$ cat src/rtl/ttc_cmp_pkg.sv
package ttc_cmp_pkg;

   localparam int NUM_CH = 3;

   typedef enum logic [0:0] {
      SRC_TIMER = 1'b0,
      SRC_CYCLE = 1'b1
   } cmp_src_e;

   // byte offsets of the register window
   localparam int OFS_CMP_BASE = 'h098;
   localparam int OFS_CMP_STEP = 4;
   localparam int OFS_CTRL     = 'h0A4;
   localparam int OFS_FLAGS    = 'h0A8;
   localparam int OFS_MASK     = 'h0AC;

   // channel 0 follows the timer, the rest follow the cycle counter
   function automatic cmp_src_e ch_source(input int ch);
      return (ch == 0) ? SRC_TIMER : SRC_CYCLE;
   endfunction

endpackage

$ cat src/rtl/ttc_cmp_channel.sv
module ttc_cmp_channel
   import ttc_cmp_pkg::*;
#(
   parameter int       WIDTH = 16,
   parameter cmp_src_e SRC   = SRC_TIMER
) (
   input  logic             clk,
   input  logic             rst_n,
   input  logic [WIDTH-1:0] tmr_cnt,
   input  logic [WIDTH-1:0] cyc_cnt,
   input  logic [WIDTH-1:0] cmp_val,
   output logic             hit
);

   logic [WIDTH-1:0] watched;
   logic             eq_now;
   logic             eq_q;

   generate
      if (SRC == SRC_TIMER) begin : g_tmr
         assign watched = tmr_cnt;
         logic unused_cyc;
         assign unused_cyc = ^cyc_cnt;
      end else begin : g_cyc
         assign watched = cyc_cnt;
         logic unused_tmr;
         assign unused_tmr = ^tmr_cnt;
      end
   endgenerate

   assign eq_now = (watched == cmp_val);

   always_ff @(posedge clk or negedge rst_n) begin
      if (!rst_n) eq_q <= 1'b0;
      else        eq_q <= eq_now;
   end

   // only the first equal cycle counts
   assign hit = eq_now & ~eq_q;

endmodule

$ cat src/rtl/ttc_cmp_regs.sv
module ttc_cmp_regs
   import ttc_cmp_pkg::*;
#(
   parameter int DATA_W  = 16,
   parameter int ADDR_W  = 8,
   parameter int MB_N    = 16,
   parameter int CLR_BIT = 6
) (
   input  logic                          clk,
   input  logic                          rst_n,
   input  logic                          wr_en,
   input  logic [ADDR_W-1:0]             addr,
   input  logic [DATA_W-1:0]             wdata,
   output logic [DATA_W-1:0]             rdata,
   input  logic [NUM_CH-1:0]             match,
   output logic [NUM_CH-1:0][DATA_W-1:0] cmp_val,
   output logic                          clr_en,
   output logic [MB_N-1:0]               cancel_mask,
   output logic [NUM_CH-1:0]             flags
);

   localparam logic [ADDR_W-1:0] A_CTRL  = ADDR_W'(OFS_CTRL);
   localparam logic [ADDR_W-1:0] A_FLAGS = ADDR_W'(OFS_FLAGS);
   localparam logic [ADDR_W-1:0] A_MASK  = ADDR_W'(OFS_MASK);

   logic [NUM_CH-1:0] clr_req;

   generate
      for (genvar k = 0; k < NUM_CH; k++) begin : g_cmp
         localparam logic [ADDR_W-1:0] A_CMP = ADDR_W'(OFS_CMP_BASE + k * OFS_CMP_STEP);
         always_ff @(posedge clk or negedge rst_n) begin
            if (!rst_n)                      cmp_val[k] <= '1;
            else if (wr_en && addr == A_CMP) cmp_val[k] <= wdata;
         end
      end
   endgenerate

   always_ff @(posedge clk or negedge rst_n) begin
      if (!rst_n) begin
         clr_en      <= 1'b0;
         cancel_mask <= '0;
      end else if (wr_en) begin
         if (addr == A_CTRL) clr_en      <= wdata[CLR_BIT];
         if (addr == A_MASK) cancel_mask <= wdata[MB_N-1:0];
      end
   end

   assign clr_req = (wr_en && addr == A_FLAGS) ? wdata[NUM_CH-1:0] : '0;

   // a new match wins over a clearing write in the same cycle
   always_ff @(posedge clk or negedge rst_n) begin
      if (!rst_n) flags <= '0;
      else        flags <= (flags & ~clr_req) | match;
   end

   always_comb begin
      rdata = '0;
      for (int k = 0; k < NUM_CH; k++) begin
         if (addr == ADDR_W'(OFS_CMP_BASE + k * OFS_CMP_STEP)) rdata = cmp_val[k];
      end
      if (addr == A_CTRL)  rdata = DATA_W'(clr_en) << CLR_BIT;
      if (addr == A_FLAGS) rdata = DATA_W'(flags);
      if (addr == A_MASK)  rdata = DATA_W'(cancel_mask);
   end

endmodule

$ cat src/rtl/ttc_cmp_action.sv
module ttc_cmp_action
   import ttc_cmp_pkg::*;
#(
   parameter int MB_N      = 16,
   parameter int CLR_CH    = 0,
   parameter int CANCEL_CH = 2
) (
   input  logic [NUM_CH-1:0] match,
   input  logic              clr_en,
   input  logic              halted,
   input  logic [MB_N-1:0]   cancel_mask,
   output logic              tmr_clr,
   output logic              tx_cancel,
   output logic [MB_N-1:0]   tx_cancel_mask
);

   assign tmr_clr        = match[CLR_CH] & clr_en;
   assign tx_cancel      = match[CANCEL_CH] & ~halted;
   assign tx_cancel_mask = tx_cancel ? cancel_mask : '0;

endmodule

$ cat src/rtl/ttc_compare_unit.sv
module ttc_compare_unit
   import ttc_cmp_pkg::*;
#(
   parameter int DATA_W  = 16,
   parameter int ADDR_W  = 8,
   parameter int MB_N    = 16,
   parameter int CLR_BIT = 6
) (
   input  logic              clk,
   input  logic              rst_n,
   input  logic              reg_wr,
   input  logic [ADDR_W-1:0] reg_addr,
   input  logic [DATA_W-1:0] reg_wdata,
   output logic [DATA_W-1:0] reg_rdata,
   input  logic [DATA_W-1:0] tmr_cnt,
   input  logic [DATA_W-1:0] cyc_cnt,
   input  logic              halted,
   output logic [NUM_CH-1:0] match_pulse,
   output logic              tmr_clr,
   output logic              tx_cancel,
   output logic [MB_N-1:0]   tx_cancel_mask
);

   generate
      if (MB_N > DATA_W || MB_N < 1) begin : g_bad_mb
         $error("MB_N must lie in 1..DATA_W");
      end
      if (CLR_BIT >= DATA_W) begin : g_bad_bit
         $error("CLR_BIT outside data word");
      end
      if ((2 ** ADDR_W) <= OFS_MASK) begin : g_bad_addr
         $error("ADDR_W too small for register window");
      end
   endgenerate

   logic [NUM_CH-1:0][DATA_W-1:0] cmp_val;
   logic                          clr_en;
   logic [MB_N-1:0]               cancel_mask;
   logic [NUM_CH-1:0]             flags;

   ttc_cmp_regs #(
      .DATA_W (DATA_W),
      .ADDR_W (ADDR_W),
      .MB_N   (MB_N),
      .CLR_BIT(CLR_BIT)
   ) i_regs (
      .clk        (clk),
      .rst_n      (rst_n),
      .wr_en      (reg_wr),
      .addr       (reg_addr),
      .wdata      (reg_wdata),
      .rdata      (reg_rdata),
      .match      (match_pulse),
      .cmp_val    (cmp_val),
      .clr_en     (clr_en),
      .cancel_mask(cancel_mask),
      .flags      (flags)
   );

   generate
      for (genvar k = 0; k < NUM_CH; k++) begin : g_ch
         ttc_cmp_channel #(
            .WIDTH(DATA_W),
            .SRC  (ch_source(k))
         ) i_ch (
            .clk    (clk),
            .rst_n  (rst_n),
            .tmr_cnt(tmr_cnt),
            .cyc_cnt(cyc_cnt),
            .cmp_val(cmp_val[k]),
            .hit    (match_pulse[k])
         );
      end
   endgenerate

   ttc_cmp_action #(
      .MB_N     (MB_N),
      .CLR_CH   (0),
      .CANCEL_CH(2)
   ) i_act (
      .match         (match_pulse),
      .clr_en        (clr_en),
      .halted        (halted),
      .cancel_mask   (cancel_mask),
      .tmr_clr       (tmr_clr),
      .tx_cancel     (tx_cancel),
      .tx_cancel_mask(tx_cancel_mask)
   );

endmodule

$ cat config.mk
export PLATFORM = sky130hd
export DESIGN_NAME = ttc_compare_unit
export DESIGN_NICKNAME = d
export VERILOG_FILES = /design/src/rtl/ttc_cmp_pkg.sv /design/src/rtl/ttc_cmp_channel.sv /design/src/rtl/ttc_cmp_regs.sv /design/src/rtl/ttc_cmp_action.sv /design/src/rtl/ttc_compare_unit.sv
export SDC_FILE = /design/constraint.sdc
export NUM_CORES = 1
export LEC_CHECK = 0
export BUFFER_PORTS_ARGS = -buffer_cell sky130_fd_sc_hd__buf_2
export CAP_MARGIN = 40
export CORE_MARGIN = 2
export CORE_UTILIZATION = 51
export CTS_BUF_LIST = sky130_fd_sc_hd__clkbuf_8
export CTS_CLUSTER_DIAMETER = 150
export DETAILED_ROUTE_END_ITERATION = 8
export PLACE_DENSITY = 0.86
export SYNTH_ARGS = -nofsm -noshare
export SYNTH_HDL_FRONTEND = slang
export SYNTH_SLANG_ARGS = --single-unit
$ cat constraint.sdc
create_clock -name clk -period 1.7 [get_ports clk]
set_clock_uncertainty 0.2 [all_clocks]
set_input_delay 0.255 -clock clk [delete_from_list [all_inputs] [get_ports clk]]
set_output_delay 0.255 -clock clk [all_outputs]
set_load 0.02 [all_outputs]
==> results by group, run 1 <==
Drt
  • ANT nets after route: 0
  • DRT iter0 DRCs: 511
  • WL final: slightly below 20,000 µm
  • Post-route DRC: 0
  • Vias: 4,482
  • Router iterations before antenna repair: 8
  • WL/cell: 29.2 µm
  • Vias/cell: around 6.7

Pwr
  • Lkg Pwr: roughly 3.1 nW
  • Worst VDD drop: around 0.00044 V
  • Power Dens Cells: 596 mW/mm²

Cells and area
  • Commonest non-fill, non-tap cell in the layout: buf_4
  • Final Util: 0.891
  • Commonest non-fill, non-tap cells in the layout: buf_4 (86), buf_2 (59), mux2_2 (49)
  • Final #Nets: 625
  • Fraction of layout cells with a size suffix above 1: 0.767
  • Finished Cell Area: 0.00696 mm²
  • Antenna Cells: 0
  • Area Overhead vs Synth: 67.0%

Worst setup path
  • CP delay by family, top: simple AND/OR/NAND/NOR gates
  • CP Max Fanout: 6
  • Crit path buffers/inverters: 3
  • CP Capture Type: output pin
  • Slowest cell on crit path: dfstp_2
  • Crit path cell chain: xor2_2, nor4_4, nand4_1, buf_6, buf_12, nor4b_4, buf_4
  • Critical Path AT: 2.51 ns
  • Largest stage delay, worst path: roughly 0.56 ns
  • Crit start category: flop
  • Crit path required time: between 1 and 1.5 ns
  • Kind of critical path: reg2out

STA
  • Final setup vio count: between 40 and 50
  • Setup TNS: -29.38 ns
  • Fin. Hold Viols: 0
  • Least-Margin Pin Slew: 0.392 ns
  • Slew headroom: 0.738
  • Min Tclk post-route: between 2 and 3 ns
  • Worst setup margin: -1.26 ns
  • RSZ-0062 raised after global routing: true
  • FMAX: ~0.34 GHz
  • Tcrit/Tclk final: 1.74
  • Final Max Slew Viols: 0

Synthesis
  • Syn Nets: ~420
  • FFs w/ async S/R, synth: 1.00
  • Register area share after synthesis: 0.441
  • Post-synth EDFFs: 0
  • Syn_area_per_cell: between 10 and 15 µm²
  • Cells after synthesis: 361
  • Synth Cell Area: ~0.0042 mm²
  • Synth warn: 0
  • Synth unique cells: 38
  • Top FF cell, synth: dfstp_2
  • #FFs+latches synth: 71

CTS
  • Clock transition at path regs: 0.08 ns
  • Skew-Pair Late Insertion Delay: approximately 0.36 ns
  • CTS Buf Count: 9
  • CTS tree: done
  • CTS H-Tree Depth: 3
  • Clock sink count: roughly 70
  • Clock root cell: clkbuf_8
  • Clock Path Buffers: 2

Floorplan
  • Chip Height: roughly 94 µm
  • Core Area: ~0.008 mm²
  • Ports: 97
  • FP Rows: 32
  • Die W: 94.4 µm
  • Total die area: approximately 0.0089 mm²
  • Starting Density: 0.533

GRT
  • Largest net degree at the start of global routing: between 70 and 80
  • Grt ovf: 0
  • First-pass GRT wire length: 25,800 µm
  • Most Crowded Layer GR: met2
  • GR Layer Usage met3: 0.0694
  • Vias in the first global route: 4,509
  • Total GRT Usage: 0.394
  • Met2 usage: 0.660
  • Met1 Use GR: 0.472
  • Initial antenna violation count: 0

Placed design
  • DP Area: a little under 0.006 mm²
  • DP HPWL: 10,100 µm
  • RePlAce Congestion: approximately 0.86
  • PortBufs: 96

Status
  • Failing checks: negative setup slack
  • Status: complete, but fails checks

Min path
  • Hold/Removal Path Class: in2reg

Job
  • Max cap viols: 0
## worst register-to-register path, cell delays in order, from the launching register on
cell,delay [ns]
dfstp_2,0.56
xor2_2,0.10
nor4_4,0.38
nand4_1,0.21
buf_6,0.20
buf_12,0.15
buf_4,0.15
o21ai_2,0.10
## timing repair
action,in CTS,in global routing
endpoints found under the hold margin,63,0
setup buffers,4,10
endpoints found under the setup margin,42,68
cloned,0,2
pin swaps,14,15
gates resized for setup,95,64
hold buffers,14,0
## state kept, by name, indices dropped and copies added (netlist names)
signal / flops
i_regs.flags: 3
i_regs.cancel_mask: 16
i_regs.clr_en: 1
g_ch.i_ch.eq_q: 3
i_regs.cmp_val: 48
## where the power goes
group | internal [mW] | switching [mW]
logic | 0.394 | 0.422
clock network | 0.746 | 0.694
registers | 1.81 | 0.0839
## metal layers
layer	vias up	share of wire
met3	156	0.098
li1	1727	-
met5	-	0
met2	424	0.46
met4	0	0.081
met1	2175	0.36
## kinds of logic (layout without fill, tap and decap cells)
group	after synthesis	after routing	synth area share
AND/OR/NAND/NOR	73	74	0.124
AO/OA/AOI/OAI	71	71	0.103
flip-flops	71	71	0.441
multiplexers	67	67	0.189
XOR/XNOR	48	48	0.101
buffers and inverters	31	239	0.0412
## final timing paths
check,depth (start not counted),slack (ns),to,from
max,7,-1.26,tx_cancel_mask[14],i_regs.cmp_val[44]
min,2,0.01,i_regs.cmp_val[25],reg_wdata[9]
max reg2reg,7,-0.44,i_regs.flags[2],i_regs.cmp_val[44]
min reg2reg,1,0.31,i_regs.flags[1],g_ch[1].i_ch.eq_q
max in group asynchronous,3,0.68,i_regs.cmp_val[0],rst_n
min in group asynchronous,3,0.25,i_regs.cancel_mask[14],rst_n
## cells in the mapped netlist, drive strengths merged, types with 5 or more instances
library cell,number,area share
mux2,64,0.18
dfstp,48,0.30
xor2,48,0.10
a21oi,27,0.032
dfrtp,23,0.14
o21ai,22,0.026
nand2,19,0.019
nor4b,16,0.034
a2bb2oi,15,0.032
buf,15,0.027
nor4,12,0.018
clkbuf,10,0.0090
inv,6,0.0054
nand4,6,0.013
nor2,5,0.0057
## through the flow
stage	total power [mW]	cells	worst slack [ns]	hold slack (ns)
4_1_cts	3.97	664	-0.998	0.000216
6_report	4.15	672	-1.26	0.0112
3_5_place_dp	2.53	632	-0.664	0.117
3_3_place_gp	2.50	632	-0.587	0.108
5_1_grt	4.25	672	-1.29	0.0109
2_1_floorplan	2.16	361	-0.373	-0.241
## area by class of cell
type	instances	area [µm²]
clock buffers	11	151
clock inverters	5	48.8
fillers	295	852
inverters	6	22.5
multi-input cells	260	2910
flip-flops and latches	71	1840
well taps	102	128
repair buffers	217	1860
Note: power is estimated with default switching activity, not from simulation.
==> run 2: changes to the inputs <==
--- a/config.mk
+++ b/config.mk
@@ -7,6 +7,7 @@
 export LEC_CHECK = 0
 export BUFFER_PORTS_ARGS = -buffer_cell sky130_fd_sc_hd__buf_2
 export CAP_MARGIN = 40
+export CORE_ASPECT_RATIO = 0.5
 export CORE_MARGIN = 2
 export CORE_UTILIZATION = 51
 export CTS_BUF_LIST = sky130_fd_sc_hd__clkbuf_8
==> run 2 against run 1 <==
Effect of this change: the run ends with design-rule violations, negative setup slack left; critical path depth stayed put; clock power is 16% higher; setup slack better by 0.081 ns; critical endpoint is now tx_cancel_mask[0]; worst hold slack better by 0.021 ns; first-iteration DRC count is 41% higher; register-to-register slack better by 0.15 ns; combinational power is 4.4% higher; routed wire length is 11% higher.
==> results by group, run 2 (same netlist as run 1, synthesis figures left out) <==
Floorplan
  • Chip Height: 67.9 µm (-28%)
  • Core Area: 0.00797 mm² (+2.1%)
  • Die W: 132 µm (+40%)
  • Total die area: 0.00895 mm² (+0.49%)
  • Ports: 97 (unchanged)
  • FP Rows: 23 (-28%)
  • Starting Density: 0.522 (-0.0110)

Worst setup path
  • CP Max Fanout: 4 (-2)
  • Most used cell, CP: buf_4
  • Crit start category: flop
  • Kind of critical path: reg2out
  • Crit path required time: 1.24 ns (about the same)
  • Critical Path AT: 2.43 ns (-0.08 ns)
  • Slowest cell on crit path: dfstp_2
  • Crit path cell chain: xor2_1, nor4_2, nand4_1, buf_6, buf_4, nor4b_4, buf_4
  • R2R Path Start: i_regs.cmp_val[21]
  • CP Capture Type: output pin
  • Crit path launch: i_regs.cmp_val[46]
  • Largest stage delay, worst path: 0.56 ns (about the same)

Placed design
  • Worst slack, placed: -0.860 ns (-0.196 ns)
  • DP HPWL: 10,200 µm (+1.1%)
  • PortBufs: 96 (unchanged)
  • RePlAce Congestion: 0.935 (+8.7%)
  • DP Area: 0.00590 mm² (about the same)

Cells and area
  • Fraction of layout cells with a size suffix above 1: 0.768 (+0.00106)
  • Commonest non-fill, non-tap cells in the layout: buf_4 (81), buf_2 (57), mux2_2 (49)
  • Largest register FFs: 48 (unchanged)
  • Finished Cell Area: 0.00699 mm² (+0.52%)
  • Largest registers: i_regs.cmp_val x48, i_regs.cancel_mask x16
  • Area Overhead vs Synth: 67.9%
  • Final #Nets: 619 (-0.96%)
  • Area occupied by multi-input gates: 0.00292 mm² (+0.34%)
  • Filler cells: 303 (+2.7%)
  • Commonest non-fill, non-tap cell in the layout: buf_4
  • Final Util: 0.877 (-0.0138)
  • FF+latch area: 0.00184 mm² (unchanged)
  • Most flops, register: i_regs.cmp_val

Pwr
  • Power Dens Cells: 633 mW/mm² (+6.1%)
  • Worst VDD drop: 0.000520 V (+17%)
  • Lkg Pwr: 3.19 nW (+1.5%)

STA
  • Final setup vio count: 43 (-2.3%)
  • RSZ-0062 raised after global routing: true
  • Least-Margin Pin Slew: 0.575 ns (+0.183 ns)
  • FMAX: 0.347 GHz (+2.8%)
  • Slew headroom: 0.613 (-0.125)
  • Min Tclk post-route: 2.88 ns (-0.0810 ns)
  • Fin. Hold Viols: 0 (unchanged)
  • Worst setup margin: -1.18 ns (+0.0810 ns)
  • Final Max Slew Viols: 0 (unchanged)
  • Tcrit/Tclk final: 1.70 (-0.0477)

CTS
  • CTS tree: done
  • Clock transition at path regs: 0.09 ns (about the same)
  • CTS H-Tree Depth: 3 (unchanged)
  • Skew-Pair Late Insertion Delay: 0.38 ns (+0.02 ns)
  • CTS Buf Count: 9 (unchanged)
  • Clock Path Buffers: 2 (unchanged)
  • Clock sink count: 71 (unchanged)
  • Clock root cell: clkbuf_8

Drt
  • WL final: 21,800 µm (+11%)
  • Post-route DRC: 37 (+37)
  • Vias/cell: 7.08 (+6.1%)
  • ANT nets after route: 0 (unchanged)
  • DRT iter0 DRCs: 721 (+41%)
  • WL/cell: 32.1 µm (+9.9%)
  • Router iterations before antenna repair: 9 (+1)
  • Vias: 4,806 (+7.2%)

Status
  • Status: complete, but fails checks
  • Failing checks: design-rule violations, negative setup slack

GRT
  • Largest net degree at the start of global routing: 72 (unchanged)
  • Vias in the first global route: 4,522 (+0.29%)
  • Grt ovf: 0 (unchanged)
  • Total GRT Usage: 0.434 (+0.0400)
  • Initial antenna violation count: 3 (+3)
  • First-pass GRT wire length: 28,000 µm (+8.6%)

Min path
  • Hold Path Origin: reg_wdata[6]
  • Hold/Removal Path Class: in2reg

Job
  • Max cap viols: 0 (unchanged)
==> run 2: power breakdown <==
part           switching (mW)  total [mW]  internal (mW)
sequential             0.0887        1.90           1.81
combinational           0.458       0.851          0.393
clock                   0.799        1.67          0.875
total                    1.35        4.42           3.08
==> run 2: worst paths after layout <==
| path | end | slack [ns] | cells past startpoint |
|---|---|---|---|
| hold reg to reg | i_regs.cancel_mask[11] | 0.37 | 1 |
| setup / recovery | tx_cancel_mask[0] | -1.18 | 7 |
| hold / removal | i_regs.cmp_val[22] | 0.03 | 2 |
| setup reg to reg | i_regs.flags[1] | -0.29 | 5 |
| min in group asynchronous | g_ch[1].i_ch.eq_q | 0.23 | 3 |
| max in group asynchronous | i_regs.cmp_val[15] | 0.70 | 3 |
==> run 2: critical path, delay by kind of cell, from the launching register on <==
kind	cells	cell delay, ns
XOR/XNOR	1	0.10
buffers and inverters	3	0.55
flip-flops	1	0.56
AND/OR/NAND/NOR	3	0.84
==> run 2: area by class of cell <==
class	instances	area share
well taps	112	0.0200
repair buffers	212	0.263
inverters	6	0.00322
clock buffers	10	0.0197
diodes	3	0.00107
flip-flops and latches	71	0.263
clock inverters	6	0.0132
multi-input cells	259	0.417
==> run 2: layer usage <==
metal / vias to the layer above / part of all wire / track usage
met5: - / 0.0013 / 0
met4: 2 / 0.10 / 0.274
met3: 255 / 0.15 / 0.144
met2: 596 / 0.39 / 0.679
met1: 2240 / 0.36 / 0.535
li1: 1713 / - / -
==> run 2: timing repair <==
action	in CTS	in global routing
buffers inserted	5	9
resized for setup	106	55
endpoints found under the hold margin	74	0
endpoints found under the setup margin	42	43
pin swaps	19	19
gates cloned	0	1
hold buffers	16	0
==> run 2: per-stage QoR <==
| step | power [mW] | hold WS (ns) | cells | TNS (ns) |
|---|---|---|---|---|
| detailed placement | 2.52 | 0.108 | 636 | -28.05 |
| finish | 4.42 | 0.0322 | 679 | -28.87 |
| global placement | 2.49 | 0.108 | 636 | -24.74 |
| CTS | 4.19 | 0.00545 | 670 | -25.33 |
| global route | 4.48 | 0.0108 | 678 | -30.20 |
| floorplan | 2.16 | -0.241 | 361 | -7.39 |
==> run 3: changes to the inputs <==
--- a/config.mk
+++ b/config.mk
@@ -13,7 +13,9 @@
 export CTS_BUF_LIST = sky130_fd_sc_hd__clkbuf_8
 export CTS_CLUSTER_DIAMETER = 150
 export DETAILED_ROUTE_END_ITERATION = 8
+export HOLD_SLACK_MARGIN = 0.12
 export PLACE_DENSITY = 0.86
 export SYNTH_ARGS = -nofsm -noshare
 export SYNTH_HDL_FRONTEND = slang
 export SYNTH_SLANG_ARGS = --single-unit
+export TNS_END_PERCENT = 20
==> run 3 against run 2 <==
Effect of this change: the flow finishes with violations (negative setup slack); non-clock buffer count is 8 lower; critical endpoint is now tx_cancel_mask[5]; cell count is 1.5% lower; die area stayed put; routed wire length is 12% lower; utilization is 5.6 points lower; flip-flop and latch count stayed put; via count is 6.6% lower; sequential share of layout area is 1.8 points higher; design area is 6.4% lower; register-to-register slack worse by 0.06 ns; largest power group unchanged; first-iteration DRC count is 3.1% higher.
==> results by group, run 3 (same netlist as run 1, synthesis figures left out) <==
Worst setup path
  • Slowest cell on crit path: dfstp_2
  • Crit path cell chain: xor2_2, nor4_4, nand4_1, buf_6, buf_12, nor4b_4, buf_4
  • Crit path buffers/inverters: 3 (unchanged)
  • CP Capture Type: output pin
  • Largest stage delay, worst path: 0.59 ns (+0.03 ns)
  • Crit start category: flop
  • R2R cell count: 6 (+1)
  • Kind of critical path: reg2out
  • CP Max Fanout: 5 (+1)
  • Crit path required time: 1.24 ns (about the same)
  • Cell depth of the worst setup path: 7 (unchanged)
  • Critical Path AT: 2.50 ns (+0.07 ns)
  • CP delay by family, top: simple AND/OR/NAND/NOR gates

Drt
  • Vias/cell: 6.71 (-5.2%)
  • WL/cell: 28.5 µm (-11%)
  • WL final: 19,100 µm (-12%)
  • DRT iter0 DRCs: 743 (+3.1%)
  • Router iterations before antenna repair: 5 (-4)
  • Post-route DRC: 0 (-100%)
  • ANT nets after route: 0 (unchanged)
  • Vias: 4,491 (-6.6%)

CTS
  • Clock Path Buffers: 2 (unchanged)
  • CTS Buf Count: 9 (unchanged)
  • Skew-Pair Late Insertion Delay: 0.38 ns (about the same)
  • Clock sink count: 71 (unchanged)
  • CTS H-Tree Depth: 3 (unchanged)
  • CTS tree: done
  • Clock transition at path regs: 0.08 ns (about the same)
  • Clock root cell: clkbuf_8

STA
  • Min Tclk post-route: 2.96 ns (+0.0736 ns)
  • Final Max Slew Viols: 0 (unchanged)
  • Fin Hold WS: 0.139 ns (+0.106 ns)
  • Worst setup margin: -1.26 ns (-0.0736 ns)
  • RSZ-0062 raised after global routing: true
  • Least-Margin Pin Slew: 0.401 ns (-0.174 ns)
  • FMAX: 0.338 GHz (-2.5%)
  • Fin. Hold Viols: 0 (unchanged)
  • Final setup vio count: 43 (unchanged)
  • Tcrit/Tclk final: 1.74 (+0.0433)
  • Slew headroom: 0.730 (+0.118)

Pwr
  • Lkg Pwr: 3.02 nW (-5.3%)
  • Pwr Total: 4.15 mW (-6.1%)
  • Clk pwr share: 0.359 (-0.020)
  • Int Pwr: 2.97 mW (-3.6%)
  • Psw: 1.19 mW (-12%)
  • Sw frac: 0.286 (-0.0185)
  • Power Dens Cells: 635 mW/mm² (+0.37%)
  • Reg power frac: 0.455 (+0.026)
  • Gate power share: 0.186 (-0.006)
  • Worst VDD drop: 0.000406 V (-22%)

Placed design
  • DP Area: 0.00568 mm² (-3.8%)
  • RePlAce Congestion: 0.851 (-9.0%)
  • PortBufs: 96 (unchanged)
  • Inst Count DP: 630 (-0.94%)
  • Worst slack, placed: -0.665 ns (+0.195 ns)
  • DP HPWL: 9460 µm (-7.6%)

Floorplan
  • FP Rows: 23 (unchanged)
  • Total die area: 0.00895 mm² (unchanged)
  • Starting Density: 0.522 (unchanged)
  • Die W: 132 µm (unchanged)
  • Chip Height: 67.9 µm (unchanged)
  • Ports: 97 (unchanged)
  • Core Area: 0.00797 mm² (unchanged)

Cells and area
  • Finished Cell Area: 0.00654 mm² (-6.4%)
  • Largest registers: i_regs.cmp_val x48, i_regs.cancel_mask x16
  • Final std cells w/o fill: 669 (-1.5%)
  • Final #Nets: 611 (-1.3%)
  • Largest register FFs: 48 (unchanged)
  • Most flops, register: i_regs.cmp_val
  • Fraction of layout cells with a size suffix above 1: 0.685 (-0.0825)
  • Area Overhead vs Synth: 57.1%
  • Commonest non-fill, non-tap cells in the layout: buf_4 (92), buf_2 (60), mux2_2 (49)
  • Commonest non-fill, non-tap cell in the layout: buf_4

GRT
  • Largest net degree at the start of global routing: 59 (-18%)
  • Grt ovf: 0 (unchanged)
  • Initial antenna violation count: 0 (-3)
  • Vias in the first global route: 4,369 (-3.4%)
  • First-pass GRT wire length: 26,700 µm (-4.4%)
  • Total GRT Usage: 0.411 (-0.0234)

Job
  • Max cap viols: 0 (unchanged)

Min path
  • Hold/Removal Path Class: in2async

Status
  • Status: complete, but fails checks
  • Failing checks: negative setup slack
## run 3: cell types whose count changed in the layout (fill, tap and decap cells not counted), moves of 3 or more
cell,change
buf_2,+3
o21ai_1,+8
buf_4,+11
o21ai_2,-7
a21oi_4,-3
a2bb2oi_1,+10
nand2_4,-5
a2bb2oi_2,-10
o22ai_1,+3
o22ai_2,-3
buf_6,-22
nand2_1,+8
## run 3: cell type report
cell class	instances	area (µm²)
multi-input combinational	259	2640
sequential	71	1840
inverter	6	22.5
clock buffer	12	165
tap	112	140
antenna	1	2.50
fill	379	1430
timing repair buffer	204	1690
clock inverter	4	43.8
## run 3: path summary, 6_finish.rpt
kind                                    startpoint                     end  slack, ns
worst max-delay path            i_regs.cmp_val[33]       tx_cancel_mask[5]      -1.26
worst min-delay path                         rst_n  i_regs.cancel_mask[12]       0.14
worst min register to register   g_ch[1].i_ch.eq_q         i_regs.flags[1]       0.32
worst max register to register  i_regs.cmp_val[33]         i_regs.flags[2]      -0.35
min in group clk                            reg_wr           i_regs.clr_en       0.16
max in group asynchronous                    rst_n      i_regs.cmp_val[36]       0.47
## run 3: what timing repair did
action | 4_1_cts | 5_1_grt
hold endpoints to repair | 96 | 0
pin swaps | 20 | 9
setup buffers | 2 | 1
hold buffers | 17 | 0
endpoints found under the setup margin | 42 | 43
resized for setup | 93 | 23
gates cloned | 2 | 0
## run 3: stage by stage
step                      TNS, ns   util
final                      -30.49  0.821
after global routing       -31.78  0.820
after CTS                  -24.32  0.806
after detailed placement   -26.19  0.712
after global placement     -22.75  0.712
after floorplan            -11.34      -
## run 3: metal layers
metal | up-vias | wire [µm] | track usage
met1 | 2148 | 7340 | 0.522
met2 | 473 | 7920 | 0.616
met4 | 2 | 1390 | 0.242
met3 | 163 | 2410 | 0.152
li1 | 1705 | - | -
met5 | - | 22 | 0
## run 3: power groups by stage
| stage | combinational (mW) | sequential (mW) | clock [mW] |
|---|---|---|---|
| floorplan | 0.253 | 1.88 | 0 |
| global placement | 0.576 | 1.89 | 0 |
| detailed placement | 0.596 | 1.90 | 0 |
| CTS | 0.678 | 1.87 | 1.46 |
| global route | 0.796 | 1.90 | 1.56 |
| finish | 0.773 | 1.89 | 1.49 |
